**src/rtl/asram_pkg.sv**
```systemverilog
`timescale 1ns/1ps
package asram_pkg;

  typedef enum logic [2:0] {
    ST_IDLE    = 3'd0,
    ST_WR_HZ   = 3'd1,
    ST_WR_DRV  = 3'd2,
    ST_WR_END  = 3'd3,
    ST_RD_WAIT = 3'd4,
    ST_RD_ACK  = 3'd5
  } asram_state_t;

  // Round a nanosecond minimum up to whole clock cycles, never below one.
  function automatic int asram_cycles(input int ns, input int period_ns);
    int c;
    c = (ns + period_ns - 1) / period_ns;
    if (c < 1) c = 1;
    return c;
  endfunction

  // Cycles of active drive inside the write-enable-low window.
  function automatic int asram_drive_cycles(input int wp, input int su,
                                            input int whz, input int wc);
    int d;
    d = su;
    if (wp - whz > d) d = wp - whz;
    if (wc - 1 - whz > d) d = wc - 1 - whz;
    if (d < 1) d = 1;
    return d;
  endfunction

  // Counter width able to hold the largest reload value.
  function automatic int asram_cnt_width(input int a, input int b, input int c);
    int m;
    m = a;
    if (b > m) m = b;
    if (c > m) m = c;
    return $clog2(m + 1);
  endfunction

endpackage

```
**src/rtl/asram_seq.sv**
```systemverilog
`timescale 1ns/1ps
module asram_seq
  import asram_pkg::*;
#(
  parameter int RD_CYC  = 2,
  parameter int WHZ_CYC = 1,
  parameter int DRV_CYC = 1,
  parameter int CNT_W   = 2
) (
  input  logic         clk,
  input  logic         rst_n,
  input  logic         req,
  input  logic         wr,
  output asram_state_t state_q,
  output asram_state_t state_d,
  output logic         accept,
  output logic         capture
);

  localparam logic [CNT_W-1:0] LD_RD  = CNT_W'(RD_CYC - 1);
  localparam logic [CNT_W-1:0] LD_WHZ = CNT_W'(WHZ_CYC - 1);
  localparam logic [CNT_W-1:0] LD_DRV = CNT_W'(DRV_CYC - 1);

  logic [CNT_W-1:0] cnt_q;
  logic [CNT_W-1:0] cnt_d;
  logic             last;

  function automatic logic [CNT_W-1:0] load_for(input asram_state_t s);
    case (s)
      ST_WR_HZ:   return LD_WHZ;
      ST_WR_DRV:  return LD_DRV;
      ST_RD_WAIT: return LD_RD;
      default:    return '0;
    endcase
  endfunction

  assign last    = (cnt_q == '0);
  assign accept  = (state_q == ST_IDLE) && req;
  assign capture = (state_q == ST_RD_WAIT) && last;

  always_comb begin
    state_d = state_q;
    unique case (state_q)
      ST_IDLE:    if (req) state_d = wr ? ST_WR_HZ : ST_RD_WAIT;
      ST_WR_HZ:   if (last) state_d = ST_WR_DRV;
      ST_WR_DRV:  if (last) state_d = ST_WR_END;
      ST_WR_END:  state_d = ST_IDLE;
      ST_RD_WAIT: if (last) state_d = ST_RD_ACK;
      ST_RD_ACK:  state_d = ST_IDLE;
      default:    state_d = ST_IDLE;
    endcase
  end

  always_comb begin
    if (state_d != state_q)  cnt_d = load_for(state_d);
    else if (!last)          cnt_d = cnt_q - 1'b1;
    else                     cnt_d = cnt_q;
  end

  always_ff @(posedge clk or negedge rst_n) begin
    if (!rst_n) begin
      state_q <= ST_IDLE;
      cnt_q   <= '0;
    end else begin
      state_q <= state_d;
      cnt_q   <= cnt_d;
    end
  end

  // Length of the read window, counted independently of the reload counter.
  logic [CNT_W:0] rd_run;
  always_ff @(posedge clk or negedge rst_n) begin
    if (!rst_n)                      rd_run <= '0;
    else if (state_q == ST_RD_WAIT)  rd_run <= rd_run + 1'b1;
    else if (state_q == ST_IDLE)     rd_run <= '0;
  end

  p_rd_len_r11: assert property (@(posedge clk) disable iff (!rst_n)
    (state_q == ST_RD_ACK) |-> (rd_run == (CNT_W+1)'(RD_CYC)));

  p_wr_order_r2: assert property (@(posedge clk) disable iff (!rst_n)
    (state_q == ST_WR_END) |-> ($past(state_q) == ST_WR_DRV));

  p_rd_bound_r5: assert property (@(posedge clk) disable iff (!rst_n)
    (state_q == ST_RD_WAIT) |-> (cnt_q <= LD_RD));

  p_take_idle_r9: assert property (@(posedge clk) disable iff (!rst_n)
    (state_q == ST_IDLE && state_d != ST_IDLE) |-> req);

endmodule

```
**src/rtl/asram_lanes.sv**
```systemverilog
`timescale 1ns/1ps
module asram_lanes #(
  parameter int LANES = 2
) (
  input  logic               clk,
  input  logic               rst_n,
  input  logic               load,
  input  logic               capture,
  input  logic [LANES-1:0]   be_in,
  input  logic [LANES-1:0]   be_q,
  input  logic [LANES*8-1:0] wdata_in,
  input  logic [LANES*8-1:0] dq_in,
  output logic [LANES*8-1:0] dq_out,
  output logic [LANES*8-1:0] rdata
);

  for (genvar g = 0; g < LANES; g++) begin : g_lane
    always_ff @(posedge clk or negedge rst_n) begin
      if (!rst_n)    dq_out[g*8 +: 8] <= '0;
      else if (load) dq_out[g*8 +: 8] <= be_in[g] ? wdata_in[g*8 +: 8] : 8'h00;
    end

    always_ff @(posedge clk or negedge rst_n) begin
      if (!rst_n)       rdata[g*8 +: 8] <= '0;
      else if (capture) rdata[g*8 +: 8] <= be_q[g] ? dq_in[g*8 +: 8] : 8'h00;
    end
  end

endmodule

```
**src/rtl/asram_ctrl.sv**
```systemverilog
`timescale 1ns/1ps
module asram_ctrl
  import asram_pkg::*;
#(
  parameter int ADDR_W           = 16,
  parameter int DATA_W           = 16,
  parameter int CLK_PERIOD_NS    = 8,
  parameter int T_ACCESS_NS      = 10,
  parameter int T_WE_PULSE_NS    = 8,
  parameter int T_DATA_SETUP_NS  = 6,
  parameter int T_WE_TO_HIZ_NS   = 5,
  parameter int T_WRITE_CYCLE_NS = 10
) (
  input  logic                    clk,
  input  logic                    rst_n,
  input  logic                    host_req,
  input  logic                    host_wr,
  input  logic [DATA_W/8-1:0]     host_be,
  input  logic [ADDR_W-1:0]       host_addr,
  input  logic [DATA_W-1:0]       host_wdata,
  output logic                    host_ack,
  output logic [DATA_W-1:0]       host_rdata,
  output logic [ADDR_W-1:0]       sram_addr,
  output logic                    sram_ce_n,
  output logic                    sram_oe_n,
  output logic                    sram_we_n,
  output logic [DATA_W/8-1:0]     sram_bs_n,
  output logic [DATA_W-1:0]       sram_dq_o,
  output logic                    sram_dq_oe,
  input  logic [DATA_W-1:0]       sram_dq_i
);

  localparam int LANES   = DATA_W / 8;
  localparam int RD_CYC  = asram_cycles(T_ACCESS_NS, CLK_PERIOD_NS);
  localparam int WP_CYC  = asram_cycles(T_WE_PULSE_NS, CLK_PERIOD_NS);
  localparam int SU_CYC  = asram_cycles(T_DATA_SETUP_NS, CLK_PERIOD_NS);
  localparam int WHZ_CYC = asram_cycles(T_WE_TO_HIZ_NS, CLK_PERIOD_NS);
  localparam int WC_CYC  = asram_cycles(T_WRITE_CYCLE_NS, CLK_PERIOD_NS);
  localparam int DRV_CYC = asram_drive_cycles(WP_CYC, SU_CYC, WHZ_CYC, WC_CYC);
  localparam int CNT_W   = asram_cnt_width(RD_CYC, WHZ_CYC, DRV_CYC);

  asram_state_t state_q;
  asram_state_t state_d;
  logic         accept;
  logic         capture;

  asram_seq #(
    .RD_CYC (RD_CYC),
    .WHZ_CYC(WHZ_CYC),
    .DRV_CYC(DRV_CYC),
    .CNT_W  (CNT_W)
  ) i_seq (
    .clk    (clk),
    .rst_n  (rst_n),
    .req    (host_req),
    .wr     (host_wr),
    .state_q(state_q),
    .state_d(state_d),
    .accept (accept),
    .capture(capture)
  );

  logic [LANES-1:0] be_q;
  logic [LANES-1:0] be_d;

  always_ff @(posedge clk or negedge rst_n) begin
    if (!rst_n) begin
      be_q      <= '0;
      sram_addr <= '0;
    end else if (accept) begin
      be_q      <= host_be;
      sram_addr <= host_addr;
    end
  end

  assign be_d = accept ? host_be : be_q;

  asram_lanes #(.LANES(LANES)) i_lanes (
    .clk     (clk),
    .rst_n   (rst_n),
    .load    (accept),
    .capture (capture),
    .be_in   (host_be),
    .be_q    (be_q),
    .wdata_in(host_wdata),
    .dq_in   (sram_dq_i),
    .dq_out  (sram_dq_o),
    .rdata   (host_rdata)
  );

  // Pin values decoded from the next state and registered, so pins are glitch-free.
  logic             sel_d;
  logic             we_low_d;
  logic             oe_low_d;
  logic             drive_d;
  logic             ack_d;

  always_comb begin
    sel_d    = state_d inside {ST_WR_HZ, ST_WR_DRV, ST_WR_END, ST_RD_WAIT};
    we_low_d = state_d inside {ST_WR_HZ, ST_WR_DRV};
    oe_low_d = (state_d == ST_RD_WAIT);
    drive_d  = state_d inside {ST_WR_DRV, ST_WR_END};
    ack_d    = state_d inside {ST_WR_END, ST_RD_ACK};
  end

  always_ff @(posedge clk or negedge rst_n) begin
    if (!rst_n) begin
      sram_ce_n  <= 1'b1;
      sram_oe_n  <= 1'b1;
      sram_we_n  <= 1'b1;
      sram_bs_n  <= '1;
      sram_dq_oe <= 1'b0;
      host_ack   <= 1'b0;
    end else begin
      sram_ce_n  <= !sel_d;
      sram_oe_n  <= !oe_low_d;
      sram_we_n  <= !we_low_d;
      sram_bs_n  <= sel_d ? ~be_d : '1;
      sram_dq_oe <= drive_d;
      host_ack   <= ack_d;
    end
  end

  p_no_clash_r3: assert property (@(posedge clk) disable iff (!rst_n)
    sram_dq_oe |-> sram_oe_n);

  p_drive_late_r3: assert property (@(posedge clk) disable iff (!rst_n)
    (sram_dq_oe && !sram_we_n) |-> !$past(sram_we_n));

  p_hold_r4: assert property (@(posedge clk) disable iff (!rst_n)
    $rose(sram_we_n) |-> (sram_dq_oe && !sram_ce_n && $stable(sram_addr) && $stable(sram_bs_n)));

  p_release_r4: assert property (@(posedge clk) disable iff (!rst_n)
    $rose(sram_we_n) |=> !sram_dq_oe);

  p_ack_pulse_r9: assert property (@(posedge clk) disable iff (!rst_n)
    host_ack |=> !host_ack);

  p_rw_excl_r10: assert property (@(posedge clk) disable iff (!rst_n)
    !(!sram_we_n && !sram_oe_n));

  p_turn_r10: assert property (@(posedge clk) disable iff (!rst_n)
    $fell(sram_we_n) |-> $past(sram_oe_n));

  p_we_framed_r2: assert property (@(posedge clk) disable iff (!rst_n)
    !sram_we_n |-> !sram_ce_n);

endmodule

```
**config.mk**
```make
export PLATFORM = sky130hd
export DESIGN_NAME = asram_ctrl
export DESIGN_NICKNAME = d
export VERILOG_FILES = /design/src/rtl/asram_pkg.sv /design/src/rtl/asram_seq.sv /design/src/rtl/asram_lanes.sv /design/src/rtl/asram_ctrl.sv
export SDC_FILE = /design/constraint.sdc
export NUM_CORES = 1
export LEC_CHECK = 0
export BUFFER_PORTS_ARGS = -buffer_cell sky130_fd_sc_hd__buf_4
export CORE_MARGIN = 3
export CORE_UTILIZATION = 48
export CTS_CLUSTER_DIAMETER = 60
export DETAILED_ROUTE_END_ITERATION = 10
export PLACE_DENSITY = 0.8
export SYNTH_ARGS = -nofsm -noshare
export SYNTH_HDL_FRONTEND = slang
export SYNTH_SLANG_ARGS = --single-unit
export TNS_END_PERCENT = 30
```
**constraint.sdc**
```tcl
create_clock -name clk -period 1.9 [get_ports clk]
set_input_delay 0.285 -clock clk [delete_from_list [all_inputs] [get_ports clk]]
set_output_delay 0.285 -clock clk [all_outputs]
set_load 0.05 [all_outputs]
```
==> results of run 1 <==
==> worst max-delay path: cells and delay by family (launching register included) <==
kind            cells  cell delay [ns]
flops               1             0.38
simple gates        1             0.81
mux                 1             0.39
compound gates      1             0.07
==> registers in the layout, summed over array words and instances, names as in the netlist <==
name            flops
be_q                2
host_ack            1
i_lanes.dq_out     16
i_lanes.rdata      16
i_seq.cnt_q         2
i_seq.state_q       3
sram_addr          16
sram_bs_n           2
sram_ce_n           1
sram_dq_oe          1
sram_oe_n           1
sram_we_n           1
==> cell usage after synthesis, types with 2 or more instances <==
| library cell | number |
|---|---|
| nand2_1 | 65 |
| dfrtp_1 | 57 |
| o21ai_0 | 18 |
| mux2_4 | 17 |
| o21ai_1 | 13 |
| nor2_1 | 9 |
| clkbuf_1 | 8 |
| a21oi_1 | 6 |
| buf_6 | 6 |
| dfstp_2 | 5 |
| buf_1 | 4 |
| o21ai_2 | 4 |
| inv_1 | 3 |
| nand2b_1 | 3 |
| mux2_2 | 2 |
| nor3_1 | 2 |
| nor3b_1 | 2 |
| xor2_1 | 2 |
==> final timing paths <==
path | startpoint | endpoint | slack [ns] | cells after the start
setup / recovery | i_seq.state_q[1]$_DFF_PN0_ | sram_bs_n[1]$_DFF_PN1_ | 0.16 | 3
hold / removal | rst_n | sram_addr[0]$_DFFE_PN0P_ | 0.02 | 1
setup reg to reg | i_seq.state_q[1]$_DFF_PN0_ | sram_bs_n[1]$_DFF_PN1_ | 0.16 | 3
hold reg to reg | i_lanes.dq_out[0]$_DFFE_PN0P_ | i_lanes.dq_out[0]$_DFFE_PN0P_ | 0.48 | 2
max in group asynchronous | rst_n | i_lanes.dq_out[6]$_DFFE_PN0P_ | 1.39 | 1
min in group clk | host_addr[11] | sram_addr[11]$_DFFE_PN0P_ | 0.18 | 2
==> per-stage QoR <==
step / cell area, sq um / utilization, %
4_1_cts: 3730 / 71.6
6_report: 3730 / 71.6
3_5_place_dp: 3470 / 66.7
5_1_grt: 3730 / 71.6
2_1_floorplan: 2630 / -
3_3_place_gp: 3470 / 66.7
==> power breakdown <==
| part | internal [uW] | leakage (uW) | switching [uW] |
|---|---|---|---|
| Clock | 946 | 0.000130 | 507 |
| Combinational | 1390 | 0.000996 | 2590 |
| Sequential | 1880 | 0.000775 | 321 |
| Total | 4220 | 0.00190 | 3410 |
==> per-layer routing <==
metal | GRT usage [%] | part of all wire (%) | up-vias | wire [um]
met3 | 5.87 | 7.1 | 9 | 409
met1 | 23.5 | 42 | 973 | 2410
met5 | 0 | 0 | - | 0
met4 | 7.60 | 1.5 | 0 | 87
met2 | 28.1 | 49 | 63 | 2830
li1 | - | - | 1002 | -
==> cell families after synthesis <==
logic type	Yosys count	share of synthesized area (%)
DFF	62	59.3
AOI/OAI and AO/OA	45	9.57
adders and majority gates	1	0.476
and+or+nand+nor	87	14.3
xor gates and xnor gates	2	0.667
muxes	20	11.0
buffers and inverters	21	4.71
==> layout make-up <==
class	instances	area share, %
well taps	70	2.35
flip-flops and latches	62	41.8
clock inverters	5	2.79
multi-input cells	155	25.4
clock buffers	11	4.06
inverters	3	0.302
repair buffers	114	23.3
==> metrics.txt, run 1 <==
outcome=finished clean; CP Capture Type=flip-flop; hold crit path type=in -> async; drt drc=0; largest net degree at the start of global routing=63; required time worst endpoint=around 2.2 ns; largest stage delay on the critical path=0.81 ns; Detail Placement HPWL=4.05 mm; Initial Util=between 50% and 60%; vias in the first global route=between 1,500 and 2,000; Worst slew margin=between 50% and 60%; TritonCTS clock tree=yes; largest area contributor in the netlist=dfrtp_1; Final Hold Slack=0.0226 ns; core area=5200 sq um; commonest non-fill, non-tap cell in the layout=buf_4; Ys Warns=0; PwrDens=2050 nW/um^2; final hold vios=0; total chip power=7640 uW; vias per std cell=4.87; Final nets=400; Yosys reg bits=62; WL final=5.74 mm; remaining global-route overflow=0; type of the worst setup path=reg -> reg; Die W=80.0 um; clk_skew=0.00662 ns; Worst EP arrival=1.99 ns; Die ar.=6400 sq um; sequential element share of the synthesized area=59.3%; area delta synth->final=41.8%; syn_nets=a little under 300; row cnt=26; count of final setup violators=0; drt first pass iters=4; antenna fix cells=0; RSZ-0062 raised after global routing=no; Async SR Flop Fraction=100%; Die Y=80.0 um; gr usage total=18.2%; worst-margin pin slew=~0.75 ns; PnR worst setup slack=0.164 ns; io pins=109; Fillers=around 420; first-pass GRT wire length=8.79 mm; Peak VDD IR=about 0.0012 V; Synth area leaders=dfrtp_1, mux2_4, nand2_1; CTS max path bufs=2; area of the multi-input gates=946 sq um; iteration-0 DRC count of the detailed router=80; Slowest-stage cell, CP=or4b_4; Post-synth EDFFs=0; sequential cell area=1560 sq um; placed cell count=404; fin crit share=just over 90%; Root Driver=clkbuf_8; CP Cell Sequence=or4b_4 -> mux2_4 -> o21ai_0; most frequent cells in the layout=buf_4, nand2_1, dfrtp_1; synth unique cells=30; post-CTS sizing=0; post-synthesis cell area=2630 sq um; DR WL/cell=13.7 um; CTS sink cnt=slightly above 60; Max Cap Violations=0; crit path time final=1.74 ns; top-area cell type share of the netlist area=54.3%; setup bufs post-CTS=0; PortBufs=108; Clk pin slew, worst setup/hold paths=0.07 ns; leakage=0.00190 uW; CP max FO=32; Main synth FF type=dfrtp_1; Num CTS Buffers=9; share of cells above drive strength 1=45.7%; worst-skew pair later-pin latency=0.33 ns; Vias=2,047; remaining antenna violation count after routing=0; CTS Hold Bufs=0; Final Slew Violations=0; syn_area_per_cell=11.0 sq um; Layout Cells excl Fill=420; setup_tns=0 ns; initial antenna violation count=0; gpl congestion=between 0.7 and 0.8; post-synthesis cell count=238; Worst Setup Start Kind=flip-flop; Placement Setup Slack=0.178 ns; Max H-tree Level=3; Max Freq=576 MHz
No activity file was read; power rests on OpenSTA's default activity.
==> inputs of run 2 (changes only) <==
--- a/config.mk
+++ b/config.mk
@@ -6,6 +6,7 @@
 export NUM_CORES = 1
 export LEC_CHECK = 0
 export BUFFER_PORTS_ARGS = -buffer_cell sky130_fd_sc_hd__buf_4
+export CORE_ASPECT_RATIO = 2
 export CORE_MARGIN = 3
 export CORE_UTILIZATION = 48
 export CTS_CLUSTER_DIAMETER = 60
==> metrics.txt, run 2 (synthesis results as in run 1) <==
Max Cap Violations=0 (unchanged); met1 usage=21.5% (was 23.5%); vias per std cell=5.04 (was 4.87); Worst Setup Start Kind=flip-flop (unchanged); GRT met2 Usage=33.5% (was 28.1%); final hold vios=0 (unchanged); initial antenna violation count=0 (unchanged); worst-margin pin slew=0.753 ns (was 0.746 ns); post-CTS sizing=0 (unchanged); M3 GR Usage=3.86% (was 5.87%); final design utilization=69.4% (was 71.6%); worst-skew pair later-pin latency=0.34 ns (was 0.33 ns); Worst R2R End=sram_bs_n[1]$_DFF_PN1_ (unchanged); Logic pwr share=54.8% (was 52.1%); fin crit share=91.2% (was 91.4%); TritonCTS clock tree=yes (unchanged); PwrDens=2000 nW/um^2 (was 2050 nW/um^2); gpl congestion=0.821 (was 0.729); CTS Hold Bufs=0 (unchanged); drt first pass iters=4 (unchanged); antenna fix cells=0 (unchanged); io pins=109 (unchanged); clk_skew=0.00904 ns (was 0.00662 ns); Most Crowded Layer GR=met2 (unchanged); switching power=3380 uW (was 3410 uW); Detail Placement HPWL=4.32 mm (was 4.05 mm); CTS max path bufs=2 (unchanged); Root Driver=clkbuf_8 (unchanged); RSZ-0062 raised after global routing=no (unchanged); Clk pwr share=14.9% (was 19.0%); Clk pin slew, worst setup/hold paths=0.07 ns (about the same); drt drc=0 (unchanged); core area=5230 sq um (was 5200 sq um); Num CTS Buffers=9 (unchanged); outcome=finished clean (unchanged); Layout Cells excl Fill=409 (was 420); Peak VDD IR=0.00151 V (was 0.00117 V); biggest regs=i_lanes.dq_out: 16 flops, i_lanes.rdata: 16 flops, sram_addr: 16 flops (unchanged); PortBufs=108 (unchanged); CP max FO=37 (was 32); remaining global-route overflow=0 (unchanged); Fillers=400 (was 418); Final Slew Violations=0 (unchanged); Worst slew margin=49.8% (was 50.3%); r2r worst-path depth=3 (unchanged); largest net degree at the start of global routing=63 (unchanged); share of cells above drive strength 1=44.4% (was 45.7%); iteration-0 DRC count of the detailed router=116 (was 80); area delta synth->final=38.1% (was 41.8%); DR WL/cell=14.5 um (was 13.7 um); crit path time final=1.73 ns (was 1.74 ns); first-pass GRT wire length=9.76 mm (was 8.79 mm); leakage=0.00186 uW (was 0.00190 uW); CTS sink cnt=62 (unchanged); Die W=58.3 um (was 80.0 um); Max H-tree Level=3 (unchanged); row cnt=37 (was 26); sw frac=46.6% (was 44.7%); WL final=5.92 mm (was 5.74 mm); Final nets=401 (was 400); Max Freq=577 MHz (was 576 MHz); setup_tns=0 ns (unchanged); Vias=2,063 (was 2,047); type of the worst setup path=reg -> reg (unchanged); worst flop-to-flop path startpoint=i_seq.state_q[1]$_DFF_PN0_ (unchanged); vias in the first global route=2,045 (was 1,912); gr usage total=19.8% (was 18.2%); FF-to-FF setup slack=0.17 ns (was 0.16 ns); Seq pwr share=30.4% (was 28.9%); internal power=3880 uW (was 4220 uW); placed cell count=393 (was 404); required time worst endpoint=2.16 ns (was 2.15 ns); Die Y=111 um (was 80.0 um); most frequent cells in the layout=buf_4, nand2_1, dfrtp_1 (unchanged); count of final setup violators=0 (unchanged); commonest non-fill, non-tap cell in the layout=buf_4 (unchanged); Initial Util=50.2% (was 50.5%); Die ar.=6450 sq um (was 6400 sq um); setup bufs post-CTS=0 (unchanged); hold crit path type=in -> async (unchanged); Worst EP arrival=1.99 ns (about the same); CP Capture Type=flip-flop (unchanged); remaining antenna violation count after routing=0 (unchanged)
==> run 2: cell count changes in the layout (fill, tap and decap cells not counted) <==
cell / delta
clkbuf_1: +5
buf_4: +2
bufinv_16: -2
clkbuf_8: -2
buf_12: -1
inv_6: -1
==> run 2: through the flow <==
step	cell area [sq um]	setup slack (ns)	hold slack, ns	power, uW
2_1_floorplan	2630	0.228	-0.0106	5120
3_3_place_gp	3450	0.194	0.400	6150
3_5_place_dp	3450	0.168	0.413	6240
4_1_cts	3630	0.157	0.0364	7340
5_1_grt	3630	0.0874	0.0649	7670
6_report	3630	0.167	0.0137	7260
==> run 2: worst max-delay path by stage <==
stage                               start                              to  cells after the start
2_1_floorplan  i_seq.state_q[2]$_DFF_PN0_        sram_addr[0]$_DFFE_PN0P_                      5
3_3_place_gp   i_seq.state_q[1]$_DFF_PN0_  i_lanes.dq_out[10]$_DFFE_PN0P_                      4
3_5_place_dp   i_seq.state_q[1]$_DFF_PN0_  i_lanes.dq_out[10]$_DFFE_PN0P_                      4
4_1_cts        i_seq.state_q[1]$_DFF_PN0_          sram_bs_n[1]$_DFF_PN1_                      3
5_1_grt        i_seq.state_q[1]$_DFF_PN0_          sram_bs_n[1]$_DFF_PN1_                      3
6_report       i_seq.state_q[1]$_DFF_PN0_          sram_bs_n[1]$_DFF_PN1_                      3
==> run 2: power groups by stage <==
stage | sequential (uW) | combinational [uW] | clock [uW]
2_1_floorplan | 3790 | 1330 | 0
3_3_place_gp | 2210 | 3930 | 0
3_5_place_dp | 2230 | 4010 | 0
4_1_cts | 2210 | 4010 | 1110
5_1_grt | 2280 | 4230 | 1160
6_report | 2210 | 3980 | 1080
==> run 2: area by class of cell <==
| type | instances | area [sq um] | area share, % |
|---|---|---|---|
| tap | 58 | 72.6 | 2.00 |
| timing repair buffer | 115 | 863 | 23.8 |
| clock inverter | 2 | 35.0 | 0.966 |
| clock buffer | 14 | 143 | 3.93 |
| multi-input combinational | 155 | 946 | 26.1 |
| sequential | 62 | 1560 | 42.9 |
| inverter | 3 | 11.3 | 0.310 |
==> run 2: worst max-delay path, cell delays in order (launching register included) <==
cell	delay, ns
dfrtp_1	0.38
or4b_4	0.82
mux2_4	0.39
o21ai_0	0.07
==> run 2: per-layer routing <==
metal | share of wire [%] | vias to the layer above | routed length (um)
met4 | 3.6 | 0 | 214
li1 | - | 1002 | -
met1 | 35 | 972 | 2070
met3 | 5.9 | 15 | 348
met2 | 55 | 74 | 3290
met5 | 0 | - | 0
